### config.mk
export PLATFORM = sky130hd
export DESIGN_NAME = i2c_irq_unit
export DESIGN_NICKNAME = d
export VERILOG_FILES = /design/src/rtl/i2c_irq_pkg.sv /design/src/rtl/irq_addr_decode.sv /design/src/rtl/irq_status_bank.sv /design/src/rtl/irq_ctrl_regs.sv /design/src/rtl/i2c_irq_unit.sv
export SDC_FILE = /design/constraint.sdc
export NUM_CORES = 1
export LEC_CHECK = 0
export CAP_MARGIN = 20
export CORE_MARGIN = 2
export CORE_UTILIZATION = 35
export CTS_BUF_LIST = sky130_fd_sc_hd__clkbuf_16
export CTS_CLUSTER_SIZE = 40
export DETAILED_ROUTE_END_ITERATION = 7
export PLACE_DENSITY = 0.9
export SETUP_SLACK_MARGIN = 0.15
export SYNTH_ARGS = -nofsm -noshare
export SYNTH_HDL_FRONTEND = slang
export SYNTH_HIERARCHICAL = 1
export SYNTH_SLANG_ARGS = --single-unit
### constraint.sdc
create_clock -name clk -period 2.8 [get_ports clk]
set_clock_uncertainty 0.15 [all_clocks]
set_input_delay 0.42 -clock clk [delete_from_list [all_inputs] [get_ports clk]]
set_output_delay 0.42 -clock clk [all_outputs]
set_load 0.02 [all_outputs]
### src/rtl/i2c_irq_pkg.sv
// Package: shared constants and types for the I2C interrupt aggregator.
// Assumes byte offsets on the register port and 32-bit data words.
package i2c_irq_pkg;

    localparam int unsigned NUM_EVT = 8;

    // Bit positions of the event sources within the status word
    typedef enum int unsigned {
        EV_ARB_LOST  = 0,
        EV_TX_FAULT  = 1,
        EV_TX_EMPTY  = 2,
        EV_RX_LEVEL  = 3,
        EV_BUS_IDLE  = 4,
        EV_ADDR_HIT  = 5,
        EV_ADDR_MISS = 6,
        EV_TX_HALF   = 7
    } evt_idx_e;

    localparam int unsigned OFS_GIE   = 'h1C;
    localparam int unsigned OFS_STAT  = 'h20;
    localparam int unsigned OFS_EN    = 'h28;
    localparam int unsigned OFS_RESET = 'h40;

    localparam int unsigned RESET_KEY = 'hA;

    // One select line per mapped register
    typedef struct packed {
        logic gie;
        logic stat;
        logic en;
        logic rst;
    } reg_sel_t;

endpackage

### src/rtl/irq_addr_decode.sv
// Module: decodes the byte offset into one select per register.
// Assumes full-offset compare; unmapped offsets select nothing.
module irq_addr_decode
    import i2c_irq_pkg::*;
#(
    parameter int unsigned ADDR_W = 8
) (
    input  logic [ADDR_W-1:0] addr_i,
    input  logic              wr_i,
    output reg_sel_t          rsel_o,
    output reg_sel_t          wsel_o
);

    // Purpose: compare the offset against each mapped register
    always_comb begin
        rsel_o.gie  = (addr_i == ADDR_W'(OFS_GIE));
        rsel_o.stat = (addr_i == ADDR_W'(OFS_STAT));
        rsel_o.en   = (addr_i == ADDR_W'(OFS_EN));
        rsel_o.rst  = (addr_i == ADDR_W'(OFS_RESET));
    end

    // Purpose: qualify the selects with the write strobe
    always_comb begin
        wsel_o.gie  = rsel_o.gie  & wr_i;
        wsel_o.stat = rsel_o.stat & wr_i;
        wsel_o.en   = rsel_o.en   & wr_i;
        wsel_o.rst  = rsel_o.rst  & wr_i;
    end

endmodule

### src/rtl/irq_status_bank.sv
// Module: sticky status bits with write-one-to-clear.
// Assumes event lines are synchronous to clk. A set from an event wins over
// a clear in the same cycle; clr_all (soft reset) wins over both.
module irq_status_bank #(
    parameter int unsigned N = 8
) (
    input  logic         clk,
    input  logic         rst_n,
    input  logic         clr_all,
    input  logic [N-1:0] evt_i,
    input  logic         w1c_en,
    input  logic [N-1:0] w1c_mask,
    output logic [N-1:0] status_o
);

    logic [N-1:0] status_q;

    for (genvar i = 0; i < N; i++) begin : g_bit
        // Purpose: hold, set or clear one status bit
        always_ff @(posedge clk) begin
            if (!rst_n || clr_all)
                status_q[i] <= 1'b0;
            else if (evt_i[i])
                status_q[i] <= 1'b1;
            else if (w1c_en && w1c_mask[i])
                status_q[i] <= 1'b0;
        end
    end

    assign status_o = status_q;

    // a newly set bit always has an event behind it
    a_r1_set_has_cause: assert property (@(posedge clk) disable iff (!rst_n)
        ((status_q & ~$past(status_q) & ~$past(evt_i)) == '0));

    // a clear with no competing event leaves the bit at zero
    a_r2_w1c_clears: assert property (@(posedge clk) disable iff (!rst_n)
        (w1c_en && !clr_all) |=> ((status_q & $past(w1c_mask & ~evt_i)) == '0));

    // an event is never lost, even when a clear hits the same bit
    a_r3_set_wins: assert property (@(posedge clk) disable iff (!rst_n)
        !clr_all |=> ((status_q & $past(evt_i)) == $past(evt_i)));

endmodule

### src/rtl/irq_ctrl_regs.sv
// Module: enable mask, global enable and the key-protected soft reset.
// Assumes one write per strobe cycle. The key write clears the registers at
// its edge and raises the reset pulse for the following cycle.
module irq_ctrl_regs #(
    parameter int unsigned N      = 8,
    parameter int unsigned DATA_W = 32,
    parameter int unsigned KEY    = 'hA
) (
    input  logic              clk,
    input  logic              rst_n,
    input  logic              wr_gie,
    input  logic              wr_en,
    input  logic              wr_rst,
    input  logic [DATA_W-1:0] wdata,
    output logic [N-1:0]      en_o,
    output logic              gie_o,
    output logic              key_hit_o,
    output logic              soft_rst_o
);

    localparam int unsigned GIE_BIT = DATA_W - 1;

    logic [N-1:0] en_q;
    logic         gie_q;
    logic         pulse_q;

    // Purpose: exact key match on a write to the reset register
    assign key_hit_o = wr_rst && (wdata == DATA_W'(KEY));

    // Purpose: enable mask storage
    always_ff @(posedge clk) begin
        if (!rst_n || key_hit_o)
            en_q <= '0;
        else if (wr_en)
            en_q <= wdata[N-1:0];
    end

    // Purpose: global enable storage, top data bit only
    always_ff @(posedge clk) begin
        if (!rst_n || key_hit_o)
            gie_q <= 1'b0;
        else if (wr_gie)
            gie_q <= wdata[GIE_BIT];
    end

    // Purpose: one-cycle soft reset pulse
    always_ff @(posedge clk) begin
        if (!rst_n)
            pulse_q <= 1'b0;
        else
            pulse_q <= key_hit_o;
    end

    assign en_o       = en_q;
    assign gie_o      = gie_q;
    assign soft_rst_o = pulse_q;

    // a pulse only ever follows an exact key write
    a_r7_pulse_needs_key: assert property (@(posedge clk) disable iff (!rst_n)
        soft_rst_o |-> $past(wr_rst && (wdata == DATA_W'(KEY))));

    // during the pulse the control registers are already cleared
    a_r8_regs_cleared: assert property (@(posedge clk) disable iff (!rst_n)
        soft_rst_o |-> (en_q == '0 && !gie_q));

endmodule

### src/rtl/i2c_irq_unit.sv
// Module: top of the I2C interrupt aggregator. It wires decode, status bank
// and control registers, forms the read data and gates the interrupt output.
// Assumes synchronous active-low reset and combinational reads.
module i2c_irq_unit
    import i2c_irq_pkg::*;
#(
    parameter int unsigned ADDR_W = 8,
    parameter int unsigned DATA_W = 32
) (
    input  logic                clk,
    input  logic                rst_n,
    input  logic [ADDR_W-1:0]   reg_addr,
    input  logic [DATA_W-1:0]   reg_wdata,
    input  logic                reg_wr,
    output logic [DATA_W-1:0]   reg_rdata,
    input  logic [NUM_EVT-1:0]  evt_i,
    output logic                irq_o,
    output logic                soft_rst_o
);

    localparam int unsigned GIE_BIT = DATA_W - 1;

    reg_sel_t           rsel;
    reg_sel_t           wsel;
    logic [NUM_EVT-1:0] status;
    logic [NUM_EVT-1:0] en_mask;
    logic               gie;
    logic               key_hit;

    irq_addr_decode #(.ADDR_W(ADDR_W)) u_dec (
        .addr_i (reg_addr),
        .wr_i   (reg_wr),
        .rsel_o (rsel),
        .wsel_o (wsel)
    );

    irq_ctrl_regs #(.N(NUM_EVT), .DATA_W(DATA_W), .KEY(RESET_KEY)) u_ctrl (
        .clk        (clk),
        .rst_n      (rst_n),
        .wr_gie     (wsel.gie),
        .wr_en      (wsel.en),
        .wr_rst     (wsel.rst),
        .wdata      (reg_wdata),
        .en_o       (en_mask),
        .gie_o      (gie),
        .key_hit_o  (key_hit),
        .soft_rst_o (soft_rst_o)
    );

    irq_status_bank #(.N(NUM_EVT)) u_stat (
        .clk      (clk),
        .rst_n    (rst_n),
        .clr_all  (key_hit),
        .evt_i    (evt_i),
        .w1c_en   (wsel.stat),
        .w1c_mask (reg_wdata[NUM_EVT-1:0]),
        .status_o (status)
    );

    // Purpose: read data multiplexer; reset register and holes read zero
    always_comb begin
        reg_rdata = '0;
        if (rsel.gie)
            reg_rdata[GIE_BIT] = gie;
        else if (rsel.stat)
            reg_rdata[NUM_EVT-1:0] = status;
        else if (rsel.en)
            reg_rdata[NUM_EVT-1:0] = en_mask;
    end

    // Purpose: masked, globally gated interrupt request
    assign irq_o = gie && (|(status & en_mask));

    // the request never appears while the global gate is closed
    a_r6_gated: assert property (@(posedge clk) disable iff (!rst_n)
        !gie |-> !irq_o);

    // after reset the outputs are quiet
    a_r10_quiet_after_reset: assert property (@(posedge clk)
        !rst_n |=> (!irq_o && !soft_rst_o));

endmodule

Word-level counts from Yosys, hierarchy flattened:

Index checks and enable logic that the tools add are counted.
W data, S select, Z words.

* equal/unequal tests: 5
* multiplexer cells: 20
* bitwise operators: 5
* reductions and logical operators: 21

Operators with widths (count)
* $eq A32 B4 Y1 const B: 1
* $mux W8: 3
* $mux W1: 17
* $eq A8 B6 Y1 const B: 2
* $reduce_bool A2 Y1: 8
* $logic_and A1 B1 Y1: 10
* $and A8 B8 Y8: 1
* $eq A8 B5 Y1 const B: 1
* $eq A8 B7 Y1 const B: 1
* $reduce_or A8 Y1: 1
* $and A1 B1 Y1: 4
* $logic_not A1 Y1: 1
* $logic_or A1 B1 Y1: 1

* register bits after elaboration: 18
* input bits: 51
* output and inout bits: 34
* logic and storage cells: 62

Logic depth before layout (Yosys ltp):

Gate-level depths: netlist of run 1.

* depth in word-level cells: 5
* gate-level depth with buffers: 8
* gate-level depth less buffers: 7

By module:

Netlist of run 1, hierarchy kept.

Modules (own cells, without submodules)
* irq_ctrl_regs: times used 1, cells each 44, area an instance 466.7 sq um, sequential area each 200.2 sq um
* i2c_irq_unit: times used 1, cells each 58, area an instance 376.6 sq um, sequential area each 0.0 sq um
* irq_status_bank: times used 1, cells each 35, area an instance 370.4 sq um, sequential area each 160.2 sq um
* irq_addr_decode: times used 1, cells each 16, area an instance 123.9 sq um, sequential area each 0.0 sq um

Worst setup path after synthesis of run 1:

Ideal clock, no wire load.

* kind: input to register
* start: in reg_addr[1]
* end: reg u_stat.status_q[1] (netlist: u_stat/status_o[1])
* library setup time: 134 ps
* arrival time: 2277 ps
* data required time: 2516 ps
* path slack: 239 ps
* stages: 8
* buffers on the path: 1
* path through: or4_4 -> nor4_4 -> nor4b_1 -> nand4_1 -> nor4_1 -> nand2b_4 -> buf_6 -> a311oi_2

RTL lines
* from (decl): line i2c_irq_unit.sv:12 `input logic [ADDR_W-1:0] reg_addr,`
* to (signal, indexed assignment): line irq_status_bank.sv:22 `status_q[i] <= 1'b0;`
* to (signal, indexed assignment): line irq_status_bank.sv:24 `status_q[i] <= 1'b1;`
* to (signal, indexed assignment): line irq_status_bank.sv:26 `status_q[i] <= 1'b0;`
* to (decl): line irq_status_bank.sv:16 `logic [N-1:0] status_q;`

==> results of run 1 <==
per-stage QoR:
stage	TNS, ns	utilization	power, mW
finish	0	0.580	0.710
floorplan	0	-	0.363
global route	0	0.580	0.740
global placement	-8.01	0.536	0.427
CTS	0	0.577	0.713
detailed placement	-9.71	0.536	0.430
how the worst max path moves through the flow:
stage | startpoint | cells after the start | slack (ns) | to
floorplan | reg_addr[1] | 8 | 0.25 | u_stat/status_o[1]
finish | reg_addr[6] | 8 | 0.23 | reg_rdata[0]
global placement | reg_addr[3] | 7 | -0.40 | reg_rdata[6]
CTS | reg_addr[1] | 9 | 0.16 | u_ctrl/gie_o
detailed placement | reg_addr[3] | 7 | -0.44 | reg_rdata[6]
global route | reg_addr[6] | 7 | 0.16 | reg_rdata[0]
repair_timing:
action | in CTS | in global routing
endpoints found under the setup margin | 26 | 26
pin swaps | 11 | 3
resized for setup | 64 | 3
cloned | 2 | 0
setup buffers | 3 | 0
worst max-delay path: stages:
cell           delay [ns]
dlygate4sd2_1        0.24
or4b_4               0.54
buf_6                0.14
nor2_4               0.12
buf_6                0.14
nand2_1              0.07
a21oi_2              0.16
buf_4                0.16
per-layer routing:
metal / wire, microns / global-route usage / up-vias
met4: 42 / 0.0365 / 0
met1: 1450 / 0.214 / 601
met5: 0 / 0 / -
met2: 1730 / 0.299 / 55
li1: - / - / 641
met3: 248 / 0.0394 / 4
cell type report:
cell class | instances | area, sq um
Inverter | 10 | 37.5
Clock buffer | 3 | 75.1
Fill cell | 325 | 1540
Sequential cell | 18 | 360
Timing Repair Buffer | 78 | 727
Tap cell | 48 | 60.1
Multi-Input combinational cell | 117 | 865
report_power, final:
| group | switching, mW | internal (mW) | total, mW |
|---|---|---|---|
| logic | 0.0740 | 0.0838 | 0.158 |
| clock network | 0.0921 | 0.188 | 0.280 |
| registers | 0.00690 | 0.265 | 0.272 |
state kept, by name, summed over array words and instances (netlist names):
register / flops
u_stat/status_o: 8
u_ctrl/soft_rst_o: 1
u_ctrl/en_o: 8
u_ctrl/gie_o: 1
==> results.sh, run 1 <==
export IMPL_leakage_nw=0.838
export IMPL_hold_viol_final=0
export IMPL_grt_total_usage=0.172
export IMPL_stdcell_count=274
export IMPL_chipWidth_microns=65.7
export IMPL_clk_pin_slew_ns=0.05
export IMPL_syn_inst=152
export IMPL_route_detailed_drc=0
export IMPL_io_buffers=61
export IMPL_clkSinkCount=18
export IMPL_period_share=0.916
export IMPL_dp_cells=266
export IMPL_grt_pass1_vias=1347
export IMPL_grt_pass1_wl_mm=5.94
export IMPL_dr_pass1_iters=4
export IMPL_viasPerCell=4.75
export IMPL_drive_gt1_frac=0.239
export IMPL_hpwl_mm=2.67
export IMPL_arrival_ns=2.00
export IMPL_cp_required_ns=2.23
export IMPL_gp_congestion=0.842
export IMPL_final_cell_area_sq_um=2120
export IMPL_layout_commonest_cell="clkdlybuf4s50_1"
export IMPL_syn_to_final_growth_pct=59.4
export IMPL_fin_ws_ns=0.234
export IMPL_cts_tree="done"
export IMPL_diodes=0
export IMPL_cts_max_level=1
export IMPL_die_height_microns=65.7
export IMPL_finalMaxSlewViolations=0
export IMPL_place_ws_ns=-0.438
export IMPL_cts_root_buffer="clkbuf_16"
export IMPL_wire_per_inst_microns=12.7
export IMPL_fmax_ghz=0.390
export IMPL_finalSetupViolCount=0
export IMPL_num_vias=1301
export IMPL_hp_class="reg -> reg"
export IMPL_r2r_end="u_stat/status_o[3]"
export IMPL_cp_max_fo=8
export IMPL_ant_nets=0
export IMPL_outcome="finished, final reports clean"
export IMPL_hold_slack_ns=0.371
export IMPL_powerDensity_nw_per_um2=334
export IMPL_place_area_sq_um=1960
export IMPL_worstHoldPathCells=2
export IMPL_antenna_found_initial=0
export IMPL_ctsHoldBuffers=0
export IMPL_first_iter_violations=56
export IMPL_drv_cap=0
export IMPL_start_util=0.364
export IMPL_worstSetupStartpointType="primary input"
export IMPL_cts_buffers=3
export IMPL_gr_total_overflow=0
export IMPL_reg2reg_depth=2
export IMPL_die_area_sq_um=4320
export IMPL_fp_row_count=22
export IMPL_avgSynthCellArea_sq_um=8.77
export IMPL_r2r_setup_slack_ns=1.94
export IMPL_finalCriticalPeriod_ns=2.57
export IMPL_timing_rr_start="u_stat/status_o[3]"
export IMPL_ioPinCount=85
export IMPL_cts_buffer_depth=2
export IMPL_timing_hold_worst_start="u_ctrl/en_o[4]"
export IMPL_final_cell_mix="44 x clkdlybuf4s50_1, 23 x conb_1, 19 x buf_4"
export IMPL_syn_cell_area_sq_um=1330
export IMPL_worst_setup_path_end_kind="primary output"
export IMPL_min_to="u_ctrl/en_o[4]"
export IMPL_grt_setup_unrepaired="false"
export IMPL_path_class="in -> out"
export IMPL_wl_mm=3.47
export IMPL_ir_drop_mv=0.291
export IMPL_coreArea_sq_um=3660
export IMPL_clk_latency_ns=0.25
export IMPL_final_nets=279
export IMPL_grt_max_degree=10
export IMPL_synth_warnings=6
Power figures use the tool's default switching activity.
==> run 2, diff against run 1 <==
Settings changed: CORE_UTILIZATION 35 to 37, CTS_BUF_LIST sky130_fd_sc_hd__clkbuf_16 to default, PLACE_DENSITY 0.9 to 0.93.
==> results.sh, run 2 (synthesized netlist as in run 1, its figures left out) <==
export IMPL_grt_pass1_vias=1357
export IMPL_grt_total_usage=0.180
export IMPL_slowest_stage="or4b_4"
export IMPL_hpwl_mm=2.82
export IMPL_arrival_ns=1.98
export IMPL_worst_setup_path_end_kind="primary output"
export IMPL_fp_row_count=21
export IMPL_fill_cells=316
export IMPL_gr_total_overflow=0
export IMPL_start_util=0.393
export IMPL_route_detailed_drc=0
export IMPL_outcome="finished, final reports clean"
export IMPL_cp_max_fo=8
export IMPL_final_cell_mix="44 x clkdlybuf4s50_1, 23 x conb_1, 18 x nor2_1, 18 x dfxtp_1, 17 x buf_4"
export IMPL_final_cell_area_sq_um=2040
export IMPL_powerDensity_nw_per_um2=271
export IMPL_finalSetupViolCount=0
export IMPL_gp_congestion=0.790
export IMPL_die_area_sq_um=4100
export IMPL_wl_mm=3.61
export IMPL_cts_buffers=3
export IMPL_num_vias=1320
export IMPL_dr_pass1_iters=4
export IMPL_chipWidth_microns=64.0
export IMPL_viasPerCell=4.89
export IMPL_grt_pass1_wl_mm=5.88
export IMPL_finalMaxSlewViolations=0
export IMPL_period_share=0.912
export IMPL_max_stage_delay_ns=0.55
export IMPL_leakage_nw=0.807
export IMPL_ioPinCount=85
export IMPL_layout_commonest_cell="clkdlybuf4s50_1"
export IMPL_ant_nets=0
export IMPL_cts_max_level=1
export IMPL_cp_startpoint="reg_addr[4]"
export IMPL_place_ws_ns=-0.412
export IMPL_drive_gt1_frac=0.232
export IMPL_ir_drop_mv=0.251
export IMPL_wire_per_inst_microns=13.4
export IMPL_syn_to_final_growth_pct=53.3
export IMPL_place_area_sq_um=1960
export IMPL_fin_util=0.603
export IMPL_die_height_microns=64.0
export IMPL_diodes=0
export IMPL_worstSetupStartpointType="primary input"
export IMPL_hp_class="reg -> reg"
export IMPL_coreArea_sq_um=3390
export IMPL_clk_latency_ns=0.29
export IMPL_first_iter_violations=48
export IMPL_cts_root_buffer="clkbuf_4"
export IMPL_timing_rr_start="u_stat/status_o[3]"
export IMPL_seq_area_sq_um=360
export IMPL_clkSinkCount=18
export IMPL_finalCriticalPeriod_ns=2.55
export IMPL_fin_ws_ns=0.248
export IMPL_fmax_ghz=0.392
export IMPL_path_cells="dlygate4sd2_1 -> or4b_4 -> nor3_4 -> buf_6 -> nand3b_1 -> a21oi_2 -> buf_4"
export IMPL_clk_pin_slew_ns=0.09
export IMPL_hold_viol_final=0
export IMPL_grt_setup_unrepaired="false"
export IMPL_cts_buffer_depth=2
export IMPL_drv_cap=0
export IMPL_antenna_found_initial=0
export IMPL_multi_input_area_sq_um=865
export IMPL_cts_tree="done"
export IMPL_path_class="in -> out"
export IMPL_hold_slack_ns=0.390
export IMPL_io_buffers=61
export IMPL_final_nets=277
export IMPL_timing_hold_worst_start="u_ctrl/en_o[7]"
export IMPL_grt_max_degree=11
export IMPL_cp_required_ns=2.23
==> run 2: cell count changes in the layout (fill, tap and decap cells not counted), moves of 2 or more <==
cell       delta
buf_2         +2
buf_6         -2
clkbuf_16     -3
buf_4         -2
nor3_2        -2
clkbuf_4      +3
==> run 2: through the flow <==
stage	std cells	TNS, ns	total power [mW]
after floorplan	174	0	0.363
after global placement	264	-8.51	0.427
after detailed placement	264	-9.47	0.431
after CTS	270	0	0.553
after global routing	270	0	0.582
final	270	0	0.553
==> run 2: final timing paths <==
path / endpoint / slack (ns) / cells after the start
max: reg_rdata[5] / 0.25 / 7
min: u_ctrl/en_o[7] / 0.39 / 2
max reg2reg: u_stat/status_o[3] / 1.93 / 2
min reg2reg: u_ctrl/en_o[7] / 0.39 / 2
==> run 2: layer usage <==
layer / vias up / track usage / routed length (microns)
li1: 637 / - / -
met1: 617 / 0.192 / 1350
met2: 62 / 0.348 / 1940
met3: 4 / 0.0616 / 305
met4: 0 / 0.0190 / 14
met5: - / 0 / 0
==> run 2: layout make-up <==
type                            instances  share of cell area
Clock buffer                            3              0.0110
Multi-Input combinational cell        117               0.423
Sequential cell                        18               0.176
Tap cell                               46              0.0282
Inverter                               10              0.0184
Timing Repair Buffer                   76               0.343
==> run 2: where the power goes <==
group	total, mW	leakage [nW]	internal [mW]	switching (mW)
Sequential	0.271	0.148	0.264	0.00679
Combinational	0.157	0.646	0.0830	0.0744
Clock	0.125	0.0138	0.0501	0.0745
==> run 2: timing repair <==
item	4_1_cts	5_1_grt
hold buffers	0	0
pin swaps	8	8
gates resized for setup	55	8
setup endpoints to repair	26	20
gates cloned	1	0
endpoints found under the hold margin	0	0
setup buffers	2	0
==> run 2: critical path: cells and delay by family <==
family / cells / cell delay [ns]
AOI/OAI and AO/OA: 1 / 0.15
buffers and inverters: 3 / 0.54
and+or+nand+nor: 3 / 0.86
==> run 3, diff against run 2 <==
Settings changed: RECOVER_POWER from default to 25, SKIP_CTS_REPAIR_TIMING from default to 1.
==> results.sh, run 3 (synthesized netlist as in run 1, its figures left out) <==
export IMPL_hp_class="reg -> reg"
export IMPL_wl_mm=3.53
export IMPL_met2_usage=0.332
export IMPL_clk_latency_ns=0.29
export IMPL_leakage_nw=0.930
export IMPL_worst_setup_path_end_kind="primary output"
export IMPL_cts_buffers=3
export IMPL_diodes=0
export IMPL_arrival_ns=2.01
export IMPL_gp_congestion=0.790
export IMPL_crit_top_cell="dlymetal6s2s_1"
export IMPL_cts_max_level=1
export IMPL_start_util=0.393
export IMPL_die_height_microns=64.0
export IMPL_cts_buffer_depth=2
export IMPL_grt_setup_unrepaired="false"
export IMPL_cp_required_ns=2.23
export IMPL_reg2reg_depth=2
export IMPL_coreArea_sq_um=3390
export IMPL_period_share=0.921
export IMPL_finalSetupViolCount=0
export IMPL_layout_commonest_cell="clkdlybuf4s50_1"
export IMPL_num_vias=1293
export IMPL_finalCriticalPeriod_ns=2.58
export IMPL_slowest_stage="or4b_4"
export IMPL_power_share_sequential=0.491
export IMPL_ir_drop_mv=0.248
export IMPL_worstHoldPathCells=2
export IMPL_first_iter_violations=31
export IMPL_cts_root_buffer="clkbuf_4"
export IMPL_finalMaxSlewViolations=0
export IMPL_final_nets=275
export IMPL_pwr_share_clk=0.230
export IMPL_hold_viol_final=0
export IMPL_gr_usage_met3=0.0581
export IMPL_antenna_found_initial=0
export IMPL_r2r_end="u_stat/status_o[5]"
export IMPL_chipWidth_microns=64.0
export IMPL_die_area_sq_um=4100
export IMPL_top_usage_layer="met2"
export IMPL_cp_max_fo=8
export IMPL_outcome="finished, final reports clean"
export IMPL_ioPinCount=85
export IMPL_timing_hold_worst_start="u_ctrl/en_o[7]"
export IMPL_ant_nets=0
export IMPL_min_to="u_ctrl/en_o[7]"
export IMPL_hpwl_mm=2.82
export IMPL_timing_rr_start="u_stat/status_o[5]"
export IMPL_clkSinkCount=18
export IMPL_gr_total_overflow=0
export IMPL_grt_pass1_wl_mm=5.62
export IMPL_internal_power_mw=0.397
export IMPL_r2r_setup_slack_ns=1.94
export IMPL_final_cell_mix="42 x clkdlybuf4s50_1, 23 x conb_1, 18 x nor2_1, 18 x dfxtp_1, 14 x dlymetal6s2s_1"
export IMPL_fin_util=0.600
export IMPL_route_detailed_drc=0
export IMPL_dp_cells=264
export IMPL_fp_row_count=21
export IMPL_grt_use_met1=0.179
export IMPL_path_cells="dlymetal6s2s_1 -> or4b_4 -> nor3_2 -> buf_4 -> nand3b_1 -> a21oi_1 -> dlymetal6s2s_1"
export IMPL_dr_pass1_iters=4
export IMPL_stdcell_count=268
export IMPL_grt_total_usage=0.172
export IMPL_fmax_ghz=0.388
export IMPL_drive_gt1_frac=0.180
export IMPL_clk_pin_slew_ns=0.09
export IMPL_sw_frac_of_total=0.281
export IMPL_grt_max_degree=11
export IMPL_drv_cap=0
export IMPL_io_buffers=61
export IMPL_viasPerCell=4.82
export IMPL_max_stage_delay_ns=0.58
export IMPL_powerDensity_nw_per_um2=272
export IMPL_pwr_share_comb=0.280
export IMPL_wire_per_inst_microns=13.2
export IMPL_worstSetupStartpointType="primary input"
export IMPL_p_sw_mw=0.155
export IMPL_syn_to_final_growth_pct=52.7
export IMPL_path_class="in -> out"
export IMPL_cts_tree="done"
export IMPL_grt_pass1_vias=1319
run 3: cell types whose count changed in the layout (fill, tap and decap cells not counted), sizes merged:
cell	previous run	this run
buf	23	14
dlymetal6s2s	1	14
dlygate4sd2	7	0
dlygate4sd3	0	2
clkdlybuf4s50	44	42
clkbuf	3	5
clkdlybuf4s15	1	0
run 3: cell type report:
cell class,count,area [sq um]
timing repair buffer,74,734
fill,313,1360
multi-input combinational,117,822
tap,46,57.6
inverter,10,37.5
sequential,18,360
clock buffer,3,22.5
run 3: metrics by stage:
stage / area, sq um / setup slack, ns / total power [mW] / hold WS, ns / setup TNS [ns]
after floorplan: 1420 / 0.248 / 0.363 / 0.325 / 0
after global placement: 1960 / -0.391 / 0.427 / 0.347 / -8.51
after detailed placement: 1960 / -0.412 / 0.431 / 0.365 / -9.47
after CTS: 1980 / -0.418 / 0.553 / 0.389 / -4.51
after global routing: 2030 / 0.0889 / 0.582 / 0.418 / 0
final: 2030 / 0.220 / 0.552 / 0.392 / 0
run 3: routing by layer:
layer / wire length [microns] / part of all wire
met2: 1920 / 0.54
met4: 16 / 0.0045
met5: 0 / 0
met3: 289 / 0.082
met1: 1310 / 0.37
run 3: worst max path at each step:
stage / startpoint / endpoint / slack (ns) / cells past startpoint
after CTS: reg_addr[3] / reg_rdata[5] / -0.42 / 7
after global placement: reg_addr[3] / reg_rdata[2] / -0.39 / 7
after global routing: reg_addr[2] / u_stat/status_o[7] / 0.09 / 8
after detailed placement: reg_addr[3] / reg_rdata[5] / -0.41 / 7
after floorplan: reg_addr[1] / u_stat/status_o[1] / 0.25 / 8
final: reg_addr[7] / reg_rdata[5] / 0.22 / 7
run 3: critical path: cells and delay by family:
kind                   cells  cell delay [ns]
AND/OR/NAND/NOR            3             0.88
buffers and inverters      3             0.55
AO/OA/AOI/OAI              1             0.16
run 3: power by group through the flow:
stage | clock network [mW] | logic, mW | registers, mW
final | 0.127 | 0.155 | 0.271
after floorplan | 0 | 0.0877 | 0.275
after detailed placement | 0 | 0.155 | 0.277
after global placement | 0 | 0.150 | 0.276
after CTS | 0.127 | 0.155 | 0.271
after global routing | 0.143 | 0.167 | 0.272
